$ cat src/rtl/flash_seq_pkg.sv
package flash_seq_pkg;

  typedef enum logic [1:0] {
    K_PP  = 2'd0,
    K_SSE = 2'd1,
    K_SE  = 2'd2,
    K_BE  = 2'd3
  } op_kind_t;

  typedef enum logic [1:0] {
    FR_WREN,
    FR_CMD,
    FR_POLL,
    FR_END
  } frame_t;

  typedef enum logic [1:0] {
    S_IDLE,
    S_GAP,
    S_XFER
  } seq_state_t;

  localparam logic [7:0] OPC_WREN = 8'h06;
  localparam logic [7:0] OPC_PP   = 8'h02;
  localparam logic [7:0] OPC_SSE  = 8'h20;
  localparam logic [7:0] OPC_SE   = 8'hD8;
  localparam logic [7:0] OPC_BE   = 8'hC7;
  localparam logic [7:0] OPC_RDSR = 8'h05;

endpackage

$ cat src/rtl/fseq_req_check.sv
module fseq_req_check
  import flash_seq_pkg::*;
#(
  parameter int PAGE_BYTES = 256,
  localparam int PG_W  = $clog2(PAGE_BYTES),
  localparam int LEN_W = $clog2(PAGE_BYTES + 1)
) (
  input  op_kind_t             kind,
  input  logic [PG_W-1:0]      addr_lo,
  input  logic [LEN_W-1:0]     len,
  output logic                 ok
);

  logic [LEN_W:0] end_off;

  always_comb begin
    end_off = {1'b0, (LEN_W)'(addr_lo)} + {1'b0, len};
    if (kind == K_PP)
      ok = (len != '0) && (end_off <= (LEN_W+1)'(PAGE_BYTES));
    else
      ok = 1'b1;
  end

endmodule

$ cat src/rtl/fseq_spi_byte.sv
module fseq_spi_byte #(
  parameter int CLK_DIV = 4,
  localparam int HALF = CLK_DIV / 2,
  localparam int HC_W = $clog2(HALF + 1)
) (
  input  logic       clk,
  input  logic       rst,
  input  logic       start,
  input  logic [7:0] tx,
  input  logic       miso,
  output logic       sck,
  output logic       mosi,
  output logic       done,
  output logic       rx_last
);

  logic [7:0]      sh;
  logic [2:0]      bitn;
  logic [HC_W-1:0] hcnt;
  logic            run;

  assign mosi = sh[7];

  always_ff @(posedge clk) begin
    if (rst) begin
      sh      <= '0;
      bitn    <= '0;
      hcnt    <= '0;
      run     <= 1'b0;
      sck     <= 1'b0;
      done    <= 1'b0;
      rx_last <= 1'b0;
    end else begin
      done <= 1'b0;
      if (start) begin
        run  <= 1'b1;
        sh   <= tx;
        bitn <= '0;
        hcnt <= '0;
        sck  <= 1'b0;
      end else if (run) begin
        if (hcnt == HC_W'(HALF - 1)) begin
          hcnt <= '0;
          if (!sck) begin
            sck     <= 1'b1;
            rx_last <= miso;
          end else begin
            sck <= 1'b0;
            if (bitn == 3'd7) begin
              run  <= 1'b0;
              done <= 1'b1;
            end else begin
              bitn <= bitn + 3'd1;
              sh   <= {sh[6:0], 1'b0};
            end
          end
        end else begin
          hcnt <= hcnt + 1'b1;
        end
      end
    end
  end

endmodule

$ cat src/rtl/spi_flash_pe_seq.sv
module spi_flash_pe_seq
  import flash_seq_pkg::*;
#(
  parameter int CLK_DIV    = 4,
  parameter int CS_GAP     = 4,
  parameter int POLL_LIMIT = 1000,
  parameter int PAGE_BYTES = 256,
  localparam int LEN_W = $clog2(PAGE_BYTES + 1)
) (
  input  logic             clk,
  input  logic             rst,
  input  logic             req_valid,
  input  logic [1:0]       req_kind,
  input  logic [23:0]      req_addr,
  input  logic [LEN_W-1:0] req_len,
  input  logic [7:0]       wr_data,
  output logic             data_take,
  output logic             busy,
  output logic             done,
  output logic             error,
  output logic             spi_sck,
  output logic             spi_cs_n,
  output logic             spi_mosi,
  input  logic             spi_miso
);

  localparam int PG_W  = $clog2(PAGE_BYTES);
  localparam int IDX_W = $clog2(PAGE_BYTES + 5);
  localparam int GC_W  = $clog2(CS_GAP + 1);
  localparam int PC_W  = $clog2(POLL_LIMIT + 2);

  seq_state_t       st;
  frame_t           cur_fr, nxt_fr;
  op_kind_t         kind_q;
  logic [23:0]      addr_q;
  logic [LEN_W-1:0] len_q;
  logic [IDX_W-1:0] bidx, nidx, flen;
  logic [GC_W-1:0]  gcnt;
  logic [PC_W-1:0]  pcnt;
  logic             err_q, req_ok;
  logic             eng_start, eng_done, eng_rx;
  logic [7:0]       eng_tx;

  function automatic logic [7:0] pick_byte(frame_t fr, logic [IDX_W-1:0] i,
                                           op_kind_t k, logic [23:0] a,
                                           logic [7:0] d);
    logic [7:0] b;
    case (fr)
      FR_WREN: b = OPC_WREN;
      FR_POLL: b = (i == '0) ? OPC_RDSR : 8'h00;
      FR_CMD: begin
        if (i == '0) begin
          case (k)
            K_PP:    b = OPC_PP;
            K_SSE:   b = OPC_SSE;
            K_SE:    b = OPC_SE;
            default: b = OPC_BE;
          endcase
        end else if (i == IDX_W'(1)) b = a[23:16];
        else if (i == IDX_W'(2))     b = a[15:8];
        else if (i == IDX_W'(3))     b = a[7:0];
        else                         b = d;
      end
      default: b = 8'h00;
    endcase
    return b;
  endfunction

  fseq_req_check #(.PAGE_BYTES(PAGE_BYTES)) u_chk_req (
    .kind    (op_kind_t'(req_kind)),
    .addr_lo (req_addr[PG_W-1:0]),
    .len     (req_len),
    .ok      (req_ok)
  );

  fseq_spi_byte #(.CLK_DIV(CLK_DIV)) u_eng (
    .clk     (clk),
    .rst     (rst),
    .start   (eng_start),
    .tx      (eng_tx),
    .miso    (spi_miso),
    .sck     (spi_sck),
    .mosi    (spi_mosi),
    .done    (eng_done),
    .rx_last (eng_rx)
  );

  always_comb begin
    nidx = bidx + 1'b1;
    case (cur_fr)
      FR_POLL: flen = IDX_W'(2);
      FR_CMD: begin
        if (kind_q == K_BE)      flen = IDX_W'(1);
        else if (kind_q == K_PP) flen = IDX_W'(4) + IDX_W'(len_q);
        else                     flen = IDX_W'(4);
      end
      default: flen = IDX_W'(1);
    endcase
  end

  always_ff @(posedge clk) begin
    if (rst) begin
      st        <= S_IDLE;
      cur_fr    <= FR_WREN;
      nxt_fr    <= FR_WREN;
      kind_q    <= K_PP;
      addr_q    <= '0;
      len_q     <= '0;
      bidx      <= '0;
      gcnt      <= '0;
      pcnt      <= '0;
      err_q     <= 1'b0;
      eng_start <= 1'b0;
      eng_tx    <= '0;
      data_take <= 1'b0;
      busy      <= 1'b0;
      done      <= 1'b0;
      error     <= 1'b0;
      spi_cs_n  <= 1'b1;
    end else begin
      done      <= 1'b0;
      error     <= 1'b0;
      eng_start <= 1'b0;
      data_take <= 1'b0;
      case (st)
        S_IDLE: begin
          if (req_valid) begin
            if (req_ok) begin
              kind_q <= op_kind_t'(req_kind);
              addr_q <= req_addr;
              len_q  <= req_len;
              busy   <= 1'b1;
              nxt_fr <= FR_WREN;
              gcnt   <= '0;
              pcnt   <= '0;
              err_q  <= 1'b0;
              st     <= S_GAP;
            end else begin
              done  <= 1'b1;
              error <= 1'b1;
            end
          end
        end
        S_GAP: begin
          if (gcnt >= GC_W'(CS_GAP - 1)) begin
            if (nxt_fr == FR_END) begin
              done  <= 1'b1;
              error <= err_q;
              busy  <= 1'b0;
              st    <= S_IDLE;
            end else begin
              spi_cs_n  <= 1'b0;
              cur_fr    <= nxt_fr;
              bidx      <= '0;
              eng_start <= 1'b1;
              eng_tx    <= pick_byte(nxt_fr, '0, kind_q, addr_q, wr_data);
              st        <= S_XFER;
            end
          end else begin
            gcnt <= gcnt + 1'b1;
          end
        end
        S_XFER: begin
          if (eng_done) begin
            if (nidx < flen) begin
              bidx      <= nidx;
              eng_start <= 1'b1;
              eng_tx    <= pick_byte(cur_fr, nidx, kind_q, addr_q, wr_data);
              data_take <= (cur_fr == FR_CMD) && (nidx >= IDX_W'(4));
            end else begin
              spi_cs_n <= 1'b1;
              gcnt     <= '0;
              st       <= S_GAP;
              case (cur_fr)
                FR_WREN: nxt_fr <= FR_CMD;
                FR_CMD:  nxt_fr <= FR_POLL;
                default: begin
                  if (!eng_rx) begin
                    nxt_fr <= FR_END;
                  end else if ((POLL_LIMIT != 0) &&
                               (pcnt == PC_W'(POLL_LIMIT - 1))) begin
                    nxt_fr <= FR_END;
                    err_q  <= 1'b1;
                  end else begin
                    pcnt   <= pcnt + 1'b1;
                    nxt_fr <= FR_POLL;
                  end
                end
              endcase
            end
          end
        end
        default: st <= S_IDLE;
      endcase
    end
  end

endmodule

$ cat config.mk
export PLATFORM = sky130hd
export DESIGN_NAME = spi_flash_pe_seq
export DESIGN_NICKNAME = d
export VERILOG_FILES = /design/src/rtl/flash_seq_pkg.sv /design/src/rtl/fseq_req_check.sv /design/src/rtl/fseq_spi_byte.sv /design/src/rtl/spi_flash_pe_seq.sv
export SDC_FILE = /design/constraint.sdc
export NUM_CORES = 1
export LEC_CHECK = 0
export BUFFER_PORTS_ARGS = -buffer_cell sky130_fd_sc_hd__buf_4
export CAP_MARGIN = 10
export CORE_ASPECT_RATIO = 1.5
export CORE_MARGIN = 10
export CORE_UTILIZATION = 51
export CTS_CLUSTER_DIAMETER = 200
export DETAILED_ROUTE_END_ITERATION = 16
export PLACE_DENSITY = 0.71
export SLEW_MARGIN = 20
export SYNTH_ARGS = -nofsm -noshare
export SYNTH_HDL_FRONTEND = slang
export SYNTH_SLANG_ARGS = --single-unit
$ cat constraint.sdc
create_clock -name clk -period 3.8 [get_ports clk]
set_clock_uncertainty 0.1 [all_clocks]
set_input_delay 0.57 -clock clk [delete_from_list [all_inputs] [get_ports clk]]
set_output_delay 0.57 -clock clk [all_outputs]
set_load 0.005 [all_outputs]
# [Yosys cells after proc, flatten, opt, wreduce, memory -nomap -nowiden]
# Cells that the tools add are included.
[op_classes] reduce_logical=34 n_addsub=7 bitwise=9 n_eq_ne=30 mux=95 n_lt_le_gt_ge=4
[ops] cell="two-way mux 8 bit" n=13
[ops] cell="case mux 8 bit (3 select lines)" n=3
[ops] cell="two-way mux 10 bit" n=7
[ops] cell="two-way mux 9 bit" n=6
[ops] cell="case mux 9 bit (2 select lines)" n=2
[ops] cell="two-way mux 1 bit" n=35
[ops] cell="AND reduction 5 bit" n=5
[ops] cell="inequality test 2 bit (second input constant)" n=12
[ops] cell="two-way mux 2 bit" n=11
[ops] cell="case mux 10 bit (2 select lines)" n=1
[ops] cell="equality test 9 x 2 -> 1 bit (second input constant)" n=2
[ops] cell="two-way mux 3 bit" n=6
[ops] cell="case mux 8 bit (2 select lines)" n=1
[ops] cell="AND reduction 8 bit" n=2
[ops] cell="equality test 2 bit (second input constant)" n=6
[ops] cell="case mux 1 bit (2 select lines)" n=6
[ops] cell="AND reduction 4 bit" n=3
[ops] cell="nonzero test 2 bit" n=6
[ops] cell="adder 10 x 1 -> 10 bit (second input constant)" n=1
[ops] cell="adder 8 x 9 -> 10 bit" n=1
[ops] cell="equality test 10 bit (second input constant)" n=1
[ops] cell="equality test 2 x 1 -> 1 bit (second input constant)" n=5
[ops] cell="less-or-equal comparator 10 x 9 -> 1 bit (second input constant)" n=1
[ops] cell="zero test 2 bit" n=5
[ops] cell="other kinds (24)" n=38
[totals] word_cells=203 inputBits=47 register_bits=95

# [Logic depth before layout (Yosys ltp)]
# Gate-level depths: netlist of the first run.
[logic_depth] depth_word=10 mapped_depth=15 mapped_depth_nobuf=14

# [Cells and area by module]
# A second synthesis of the first run with hierarchy kept.
[hier_totals] hier_cells=746 hier_area_um2=5941.9
[modules_own_cells] mod="spi_flash_pe_seq" n_inst=1 cells_per_inst=595 area_per_inst_um2=4633.2 seq_area_each_um2=1561.5
[modules_own_cells] mod="fseq_spi_byte" n_inst=1 cells_per_inst=89 area_per_inst_um2=802.0 seq_area_each_um2=340.3
[modules_own_cells] mod="fseq_req_check" n_inst=1 cells_per_inst=62 area_per_inst_um2=506.7 seq_area_each_um2=0.0

# [Worst setup path before layout of the first run]
# No wires, ideal clock.
[synth_path] kind="input-to-reg" from="input req_addr[0]" to="register pcnt[8]" slack_ns=0.208 path_stages=11 path_buffers=1 t_arrival_ns=3.420 path_cell_list="ha_1 -> fa_1 -> a21o_1 -> a221oi_4 -> xnor2_1 -> or4_4 -> o41ai_4 -> o2111ai_2 -> buf_6 -> or4_1 -> a21oi_1"
[synth_via] elab_chain_len=6
[synth_lines] element="start: declaration" line="spi_flash_pe_seq.sv:14" rtl="input logic [23:0] req_addr,"
[synth_lines] element="adder 8 x 9 -> 10 bit" line="fseq_req_check.sv:17" rtl="end_off = {1'b0, (LEN_W)'(addr_lo)} + {1'b0, len};"
[synth_lines] element="less-or-equal comparator 10 x 9 -> 1 bit" line="fseq_req_check.sv:19" rtl="ok = (len != '0) && (end_off <= (LEN_W+1)'(PAGE_BYTES));"
[synth_lines] element="logical AND 1 bit" line="fseq_req_check.sv:19"
[synth_lines] element="two-way mux 1 bit" line="fseq_req_check.sv:18" rtl="if (kind == K_PP)"
[synth_lines] element="inequality test 2 bit (no source line)"
[synth_lines] element="AND reduction 8 bit (no source line)"
[synth_lines] element="end signal: assignment" line="spi_flash_pe_seq.sv:185" rtl="pcnt <= pcnt + 1'b1;"
[synth_lines] element="end: declaration" line="spi_flash_pe_seq.sv:39" rtl="logic [PC_W-1:0] pcnt;"
# Every way passes these cells.
# A chain may end at the register's enable or synchronous reset.

# [Worst setup path in the final report of the first run]
[layout_path] from="input req_addr[0]" to="register pcnt[7]"
# The elaborated chain is that of the path after synthesis.

==> results of run 1 <==
## final timing paths
path,end,cells past startpoint
worst max register to register,pcnt[7],11
worst min register to register,u_eng.hcnt[1],2
worst max-delay path,pcnt[7],11
worst min-delay path,u_eng.hcnt[1],2
## where the power goes
group          switching (mW)  internal (mW)
Sequential             0.0930           1.11
Combinational           0.553          0.445
Clock                   0.421          0.592
## placed cells by master, fill, tap and decap left out, types with 3 or more instances in the layout
cell type / n
nor2_1: 101
dfxtp_1: 95
buf_4: 75
o21ai_0: 53
a21oi_1: 48
mux2i_1: 47
nand2_1: 42
ha_1: 39
inv_1: 22
nand3_1: 21
nor3_1: 15
nor2b_1: 10
and3_1: 10
xnor2_1: 10
xor2_1: 9
clkbuf_16: 9
or2_2: 8
nand4_1: 8
or3_1: 8
a211oi_1: 7
o211ai_1: 7
and2_1: 6
a21o_1: 6
a22oi_1: 6
o31ai_1: 5
a31o_2: 5
nor3b_1: 5
nand3b_1: 4
nor4_1: 4
nand2b_1: 3
a31oi_1: 3
## flip-flops by register name, indices dropped and copies added (netlist names), 3 cells and up
signal	flops
u_eng.sh	8
gcnt	3
pcnt	10
len_q	9
addr_q	24
eng_tx	8
u_eng.bitn	3
bidx	9
## stage by stage
step	std cells	util [%]	power [mW]	TNS (ps)	cell area, um2
2_1_floorplan	685	-	1.88	0	5640
3_3_place_gp	877	57.5	2.18	-116	6290
3_5_place_dp	877	57.5	2.20	-683	6290
4_1_cts	893	60.6	3.22	0	6630
5_1_grt	893	60.7	3.40	-53.1	6640
6_report	893	60.7	3.22	0	6640
## metal layers
metal | vias up | GRT usage (%) | routed length, um
met4 | 0 | 7.20 | 408
met5 | - | 0 | 0
met2 | 118 | 34.2 | 7640
li1 | 2592 | - | -
met1 | 2504 | 20.6 | 5940
met3 | 28 | 3.24 | 509
## repair_timing
action                                 CTS  global route
setup endpoints to repair                0             4
endpoints found under the hold margin    0             0
gates resized for setup                  0             3
## logic make-up after synthesis
kind of cell             Yosys count  synth area share, %
multiplexers                      47                 8.35
adder cells (fa/ha/maj)           40                 9.01
flip-flops                        95                 33.7
AO/OA/AOI/OAI                    170                 19.7
AND/OR/NAND/NOR                  260                 22.4
buffers and inverters             54                 3.84
XOR/XNOR                          19                 2.95
## layout make-up
type                            instances  area (um2)  area share, %
Sequential cell                        95        1900           28.7
Inverter                               23        86.3           1.30
Tap cell                              147         184           2.77
Clock buffer                            9         225           3.39
Clock inverter                          7         113           1.70
Timing Repair Buffer                   76         583           8.78
Multi-Input combinational cell        536        3540           53.4
## critical path, stage by stage
cell and delay (ps):
buf_4 110, ha_1 220, fa_1 410, a21o_1 230, a221oi_4 260, xnor2_1 100
or4_4 500, o41ai_4 370, o2111ai_2 280, or4_1 560, a21oi_1 140
==> results.yml, run 1 <==
place:
  pre_cts_slack_ps: -138
  dp_hpwl_um: 11100
  portBuffers: 53
  gp_congestion: 0.917
yosys:
  synth_area_mm2: 0.00564
  seq_area_frac_synth_pct: 33.7
  yosys_register_bits: 95
  synthCells: 685
  yosysWarnings: 0
  yosysMostFrequentCell: "nor2_1"
  synth_edf_count: 0
  synth-main-ff-cell: "dfxtp_1"
  avgSynthCellArea_um2: 8.23
  syn_nets: 772
  synth.distinct_cells: 68
  synth_top_cell_by_area: "dfxtp_1"
  synthTopCellsByCount: "101 x nor2_1, 95 x dfxtp_1, 54 x o21ai_0"
  synth_top_area_share_pct: 33.7
  synth_area_leaders: "dfxtp_1 34%, ha_1 8.7%, mux2i_1 8.3%, nor2_1 6.7%, o21ai_0 4.8%"
  synth-async-reset-ratio_pct: 0
timing:
  finalSetupViolCount: 0
  period_share_pct: 94.2
  hold_viol: 0
  timing.fmax_mhz: 279
  holdWs_ps: 333
  setup_ws_ps: 220
  slew_headroom_pct: 34.1
  rsz0062_at_grt: "yes"
  worst_pin_slew_ps: 984
  period_minus_slack_ps: 3580
  slew_viol_final: 0
drt:
  drcViolationCount: 0
  vias: 5242
  via_per_inst: 5.87
  first_pass_iters: 5
  drt-initial-drc-count: 346
  drt-total-wl_um: 14500
  ant_nets: 0
  wl_per_cell_um: 16.2
die:
  dieWidth_um: 106
  dieHeight_um: 149
  core_mm2: 0.0109
  die_area_mm2: 0.0157
  rows: 47
  start_util_pct: 51.5
  io_pins: 54
pwr:
  cellLeakagePower_nw: 2.77
  powerDensity_mw_per_mm2: 485
  irDropWorstVdd_uv: 285
final_layout:
  n_antenna_cell: 0
  area_growth_pct: 17.8
  fin_nets: 828
  nFillCells: 1010
  layout-drive-gt1-share_pct: 15.8
worst_hold_path:
  worstHoldPathType: "reg -> reg"
  hp-start: "u_eng.hcnt[1]"
global_route:
  grt_max_degree: 69
  overflow: 0
  grt_pass1_vias: 5226
  grt_use_total_pct: 18.6
  grt_first_pass_wirelength_um: 24500
  antenna_found_initial: 0
setup_path:
  crit_path_end_kind: "flip-flop"
  crit_start: "req_addr[0]"
  worstSetupPathType: "in -> reg"
  r2r_slack_ps: 230
  r2r-start: "bidx[1]"
  arrival_ps: 3760
  required_ps: 3980
  crit_fanout: 10
  start_kind: "input port"
run:
  max-cap-violations: 0
cts:
  cts_tree: "yes"
  clockRootBuffer: "clkbuf_16"
  clock_path_buffers: 2
  cts_setup_buffers: 0
  path_clk_slew_ps: 70
  ctsHoldBuffers: 0
  htree_levels: 3
  cts_buffers: 9
  cts_sinks: 95
  insertion_delay_ps: 350
status:
  status: "finished, final reports clean"
Note: power is estimated with default switching activity, not from simulation.
==> inputs of run 2 (changes only) <==
- PLACE_DENSITY: 0.71 -> 0.7
- SKIP_LAST_GASP: default -> 1
==> run 2 against run 1 <==
Compared with the run above:
- routed wire length increased by 0.29%
- global-route usage decreased by 0.28 points
- combinational power decreased by 2%
- critical path type unchanged
- critical path depth unchanged
==> results.yml, run 2 (synthesis gave the netlist of run 1 again) <==
status:
  status: "finished, final reports clean"
final_layout:
  largest_register_ffs: 24
  layout_common_cells: "100 x nor2_1, 95 x dfxtp_1, 72 x buf_4, 52 x o21ai_0, 48 x a21oi_1"
  fin_nets: 825
  area_growth_pct: 17.0
  layout-drive-gt1-share_pct: 15.6
  nFillCells: 1028
  final_common_cell: "nor2_1"
  n_antenna_cell: 0
  largestRegisters: "addr_q: 24 flops, pcnt: 10 flops"
  top_register: "addr_q"
  multiInputGateArea_mm2: 0.00355
  postLayoutCellArea_mm2: 0.00660
  utilization_pct: 60.3
  register_area_mm2: 0.00190
pwr:
  finalPower_mw: 3.14
  irDropWorstVdd_uv: 292
  powerDensity_mw_per_mm2: 477
  cellLeakagePower_nw: 2.74
place:
  portBuffers: 53
  gp_congestion: 0.918
  place_area_mm2: 0.00627
  dp_hpwl_um: 11200
cts:
  clock_path_buffers: 2
  cts_setup_buffers: 0
  cts_resized: 0
  cts_sinks: 95
  ctsHoldBuffers: 0
  path_clk_slew_ps: 70
  cts_buffers: 9
  insertion_delay_ps: 350
  htree_levels: 3
  cts_tree: "yes"
  clockRootBuffer: "clkbuf_16"
global_route:
  grt_max_degree: 69
  grt_pass1_vias: 5162
  grt_use_total_pct: 18.3
  grt_first_pass_wirelength_um: 24200
  antenna_found_initial: 0
  overflow: 0
drt:
  ant_nets: 0
  first_pass_iters: 6
  wl_per_cell_um: 16.3
  drt-initial-drc-count: 301
  drcViolationCount: 0
  via_per_inst: 5.84
  drt-total-wl_um: 14500
  vias: 5197
die:
  io_pins: 54
  rows: 47
  core_mm2: 0.0109
  dieWidth_um: 106
  start_util_pct: 51.5
  dieHeight_um: 149
  die_area_mm2: 0.0157
setup_path:
  crit_path_end_kind: "flip-flop"
  slowest_delay_ps: 580
  arrival_ps: 3770
  crit_family: "compound AO/OA/AOI/OAI gates"
  crit_fanout: 12
  start_kind: "input port"
  required_ps: 3980
  slowest_stage: "or4_1"
  crit_chain: "buf_4 > ha_1 > fa_1 > a21o_1 > a221oi_4 > xnor2_1 > or4_4 > o41ai_4 > o2111ai_2 > or4_1 > a21oi_1"
  worstSetupPathType: "in -> reg"
  crit_buf_inv: 1
timing:
  finalSetupViolCount: 0
  period_share_pct: 94.6
  slew_headroom_pct: 31.6
  period_minus_slack_ps: 3600
  hold_viol: 0
  slew_viol_final: 0
  rsz0062_at_grt: "no"
  worst_pin_slew_ps: 1020
  timing.fmax_mhz: 278
worst_hold_path:
  worstHoldPathType: "reg -> reg"
run:
  max-cap-violations: 0
==> run 2: worst paths after layout <==
check,startpoint,end,cells past startpoint,slack [ps]
max,req_addr[0],pcnt[7],11,200
min,u_eng.hcnt[1],u_eng.hcnt[1],2,340
max reg2reg,cur_fr[1],pcnt[7],13,260
min reg2reg,u_eng.hcnt[1],u_eng.hcnt[1],2,340
==> run 2: cell type report <==
cell class,instances,share of cell area [%]
clock buffers,9,3.41
flip-flops and latches,95,28.8
clock inverters,7,1.38
multi-input cells,536,53.8
well taps,147,2.79
repair buffers,73,8.50
inverters,23,1.31
==> run 2: report_power, final <==
| part | internal, mW | switching [mW] | leakage [nW] |
|---|---|---|---|
| Clock | 0.527 | 0.432 | 0.151 |
| Sequential | 1.11 | 0.0911 | 0.773 |
| Combinational | 0.432 | 0.549 | 1.81 |
==> run 2: metal layers <==
metal | global-route usage (%) | share of wire [%] | vias to the layer above
met5 | 0 | 0 | -
met3 | 3.42 | 4.4 | 28
met4 | 7.54 | 2.2 | 0
met2 | 33.0 | 53 | 144
met1 | 20.5 | 41 | 2445
li1 | - | - | 2580
==> run 2: worst min-delay path, cell delays in order, from the launching register on <==
cell and delay (ps):
dfxtp_1 310, nand2_1 50, nor2_1 30
==> run 2: stage by stage <==
step / instances / TNS, ps / setup slack, ps / hold slack, ps
final: 890 / 0 / 204 / 338
after floorplan: 685 / 0 / 208 / 310
after global placement: 874 / -197 / -84.4 / 320
after global routing: 890 / 0 / 12.4 / 351
after CTS: 890 / 0 / 75.9 / 339
after detailed placement: 874 / -514 / -134 / 327
==> inputs of run 3 (changes only) <==
- PLACE_DENSITY: 0.7 -> 0.73
- SLEW_MARGIN: 20 -> 30
- clock period: 3.8 -> 3.1 ns (I/O delays scaled with it)
==> run 3 against run 2 <==
Compared with the run above:
- combinational power up 86%
- clock power grew 18%
- critical endpoint is now pcnt[3]
- the run now ends with negative setup slack left
- sequential power grew 24%
- register-to-register slack lost 380 ps
- die area unchanged
- first-iteration DRC count is 57% higher
==> results.yml, run 3 (synthesis gave the netlist of run 1 again) <==
status:
  status: "finished, violations left"
  violations: "negative setup slack"
worst_hold_path:
  hp-start: "req_addr[20]"
  hold_end: "addr_q[20]"
  worstHoldPathType: "in -> reg"
  hold_path_depth: 3
timing:
  period_share_pct: 106
  setup_ws_ps: -184
  slew_viol_final: 0
  worst_pin_slew_ps: 703
  hold_viol: 0
  period_minus_slack_ps: 3280
  finalSetupViolCount: 29
  timing.fmax_mhz: 305
  slew_headroom_pct: 52.7
  rsz0062_at_grt: "yes"
drt:
  route.met3.wl_um: 899
  drcViolationCount: 0
  vias: 5804
  drt-initial-drc-count: 474
  wl_met2_um: 9810
  top_layer: "met4"
  met1_length_um: 6800
  first_pass_iters: 5
  wl_per_cell_um: 18.7
  via_per_inst: 5.88
  ant_nets: 0
  drt-total-wl_um: 18500
die:
  start_util_pct: 51.5
  die_area_mm2: 0.0157
  dieWidth_um: 106
  io_pins: 54
  rows: 47
  dieHeight_um: 149
  core_mm2: 0.0109
setup_path:
  arrival_ps: 3460
  crit_fanout: 4
  crit_path_frequent_cell: "buf_4"
  slowest_delay_ps: 450
  crit_start: "req_addr[0]"
  crit_family: "compound AO/OA/AOI/OAI gates"
  crit_buf_inv: 4
  crit_path_end_kind: "flip-flop"
  reg2reg_to: "pcnt[8]"
  required_ps: 3280
  start_kind: "input port"
  crit_chain: "buf_8 > ha_4 > fa_2 > a21o_1 > a221oi_4 > xnor2_1 > or4_4 > o41ai_4 > buf_6 > buf_4 > o211ai_1 > buf_4 > or3_1 > a21oi_1"
  ff2ff_path_depth: 15
  worstSetupPathType: "in -> reg"
  r2r-start: "kind_q[1]"
  r2r_slack_ps: -120
  slowest_stage: "or4_4"
final_layout:
  area_growth_pct: 38.5
  largestRegisters: "addr_q: 24 flops, pcnt: 10 flops"
  utilization_pct: 71.3
  multiInputGateArea_mm2: 0.00394
  fin_nets: 922
  register_area_mm2: 0.00191
  n_antenna_cell: 0
  layout_common_cells: "150 x buf_4, 100 x nor2_1, 90 x dfxtp_1, 45 x mux2i_1, 43 x o21ai_0"
  largest_register_ffs: 24
  final_common_cell: "buf_4"
  layout-drive-gt1-share_pct: 31.5
  top_register: "addr_q"
  nFillCells: 847
cts:
  cts_tree: "yes"
  cts_sinks: 95
  insertion_delay_ps: 350
  clockRootBuffer: "clkbuf_16"
  path_clk_slew_ps: 70
  clock_path_buffers: 2
  cts_buffers: 9
  ctsHoldBuffers: 0
  htree_levels: 3
global_route:
  antenna_found_initial: 0
  grt_max_degree: 49
  overflow: 0
  grt_use_total_pct: 21.7
  grt_pass1_vias: 5777
  grt_first_pass_wirelength_um: 27800
pwr:
  cellLeakagePower_nw: 3.30
  finalPower_mw: 4.44
  powerDensity_mw_per_mm2: 569
  irDropWorstVdd_uv: 357
place:
  portBuffers: 53
  gp_congestion: 0.940
  pre_cts_slack_ps: -660
  dp_hpwl_um: 13200
run:
  max-cap-violations: 0
run 3: metal layers:
metal,GRT usage [%],vias to the layer above
met2,40.2,240
met1,22.1,2720
met5,0,-
met3,3.98,73
met4,12.4,0
li1,-,2771
run 3: worst max-delay path by stage:
stage                          to  slack (ps)  cells after the start
after floorplan           pcnt[8]        -320                     11
after global placement    pcnt[5]        -600                     11
after detailed placement  pcnt[5]        -660                     11
after CTS                 pcnt[7]         -80                     13
after global routing      pcnt[3]        -290                     14
final                     pcnt[3]        -180                     14
run 3: worst reg2reg max path, cell delays in order, from the launching register on:
cell and delay (ps):
dfxtp_1 320, buf_4 150, inv_1 80, ha_2 210
and3_4 210, nand2_1 100, ha_4 290, a21o_1 100
a21oi_1 50, and3_1 190, o21ai_0 80, buf_4 180
a31o_4 210, o2111ai_4 180, or4_4 550, a21oi_2 150
run 3: layout make-up:
cell class / instances / area share, %
Multi-Input combinational cell: 537 / 50.4
Timing Repair Buffer: 169 / 17.8
Sequential cell: 95 / 24.5
Tap cell: 147 / 2.36
Clock inverter: 4 / 0.690
Inverter: 23 / 1.11
Clock buffer: 12 / 3.16
run 3: repair_timing:
action | in CTS | in global routing
endpoints found under the hold margin | 0 | 0
cloned | 2 | 3
pin swaps | 11 | 30
resized for setup | 24 | 81
setup buffers | 6 | 12
setup endpoints to repair | 47 | 71
run 3: metrics by stage:
step	TNS [ps]	hold WS, ps	instance area [um2]	std cells
6_report	-1550	246	7800	987
5_1_grt	-7590	265	7800	987
4_1_cts	-1830	247	7370	974
3_5_place_dp	-22620	351	6860	950
3_3_place_gp	-18800	316	6860	950
2_1_floorplan	-3050	310	5670	685
run 3: power by group:
part           internal [mW]  switching [mW]
clock                  0.651           0.480
sequential              1.37           0.121
combinational          0.901           0.924
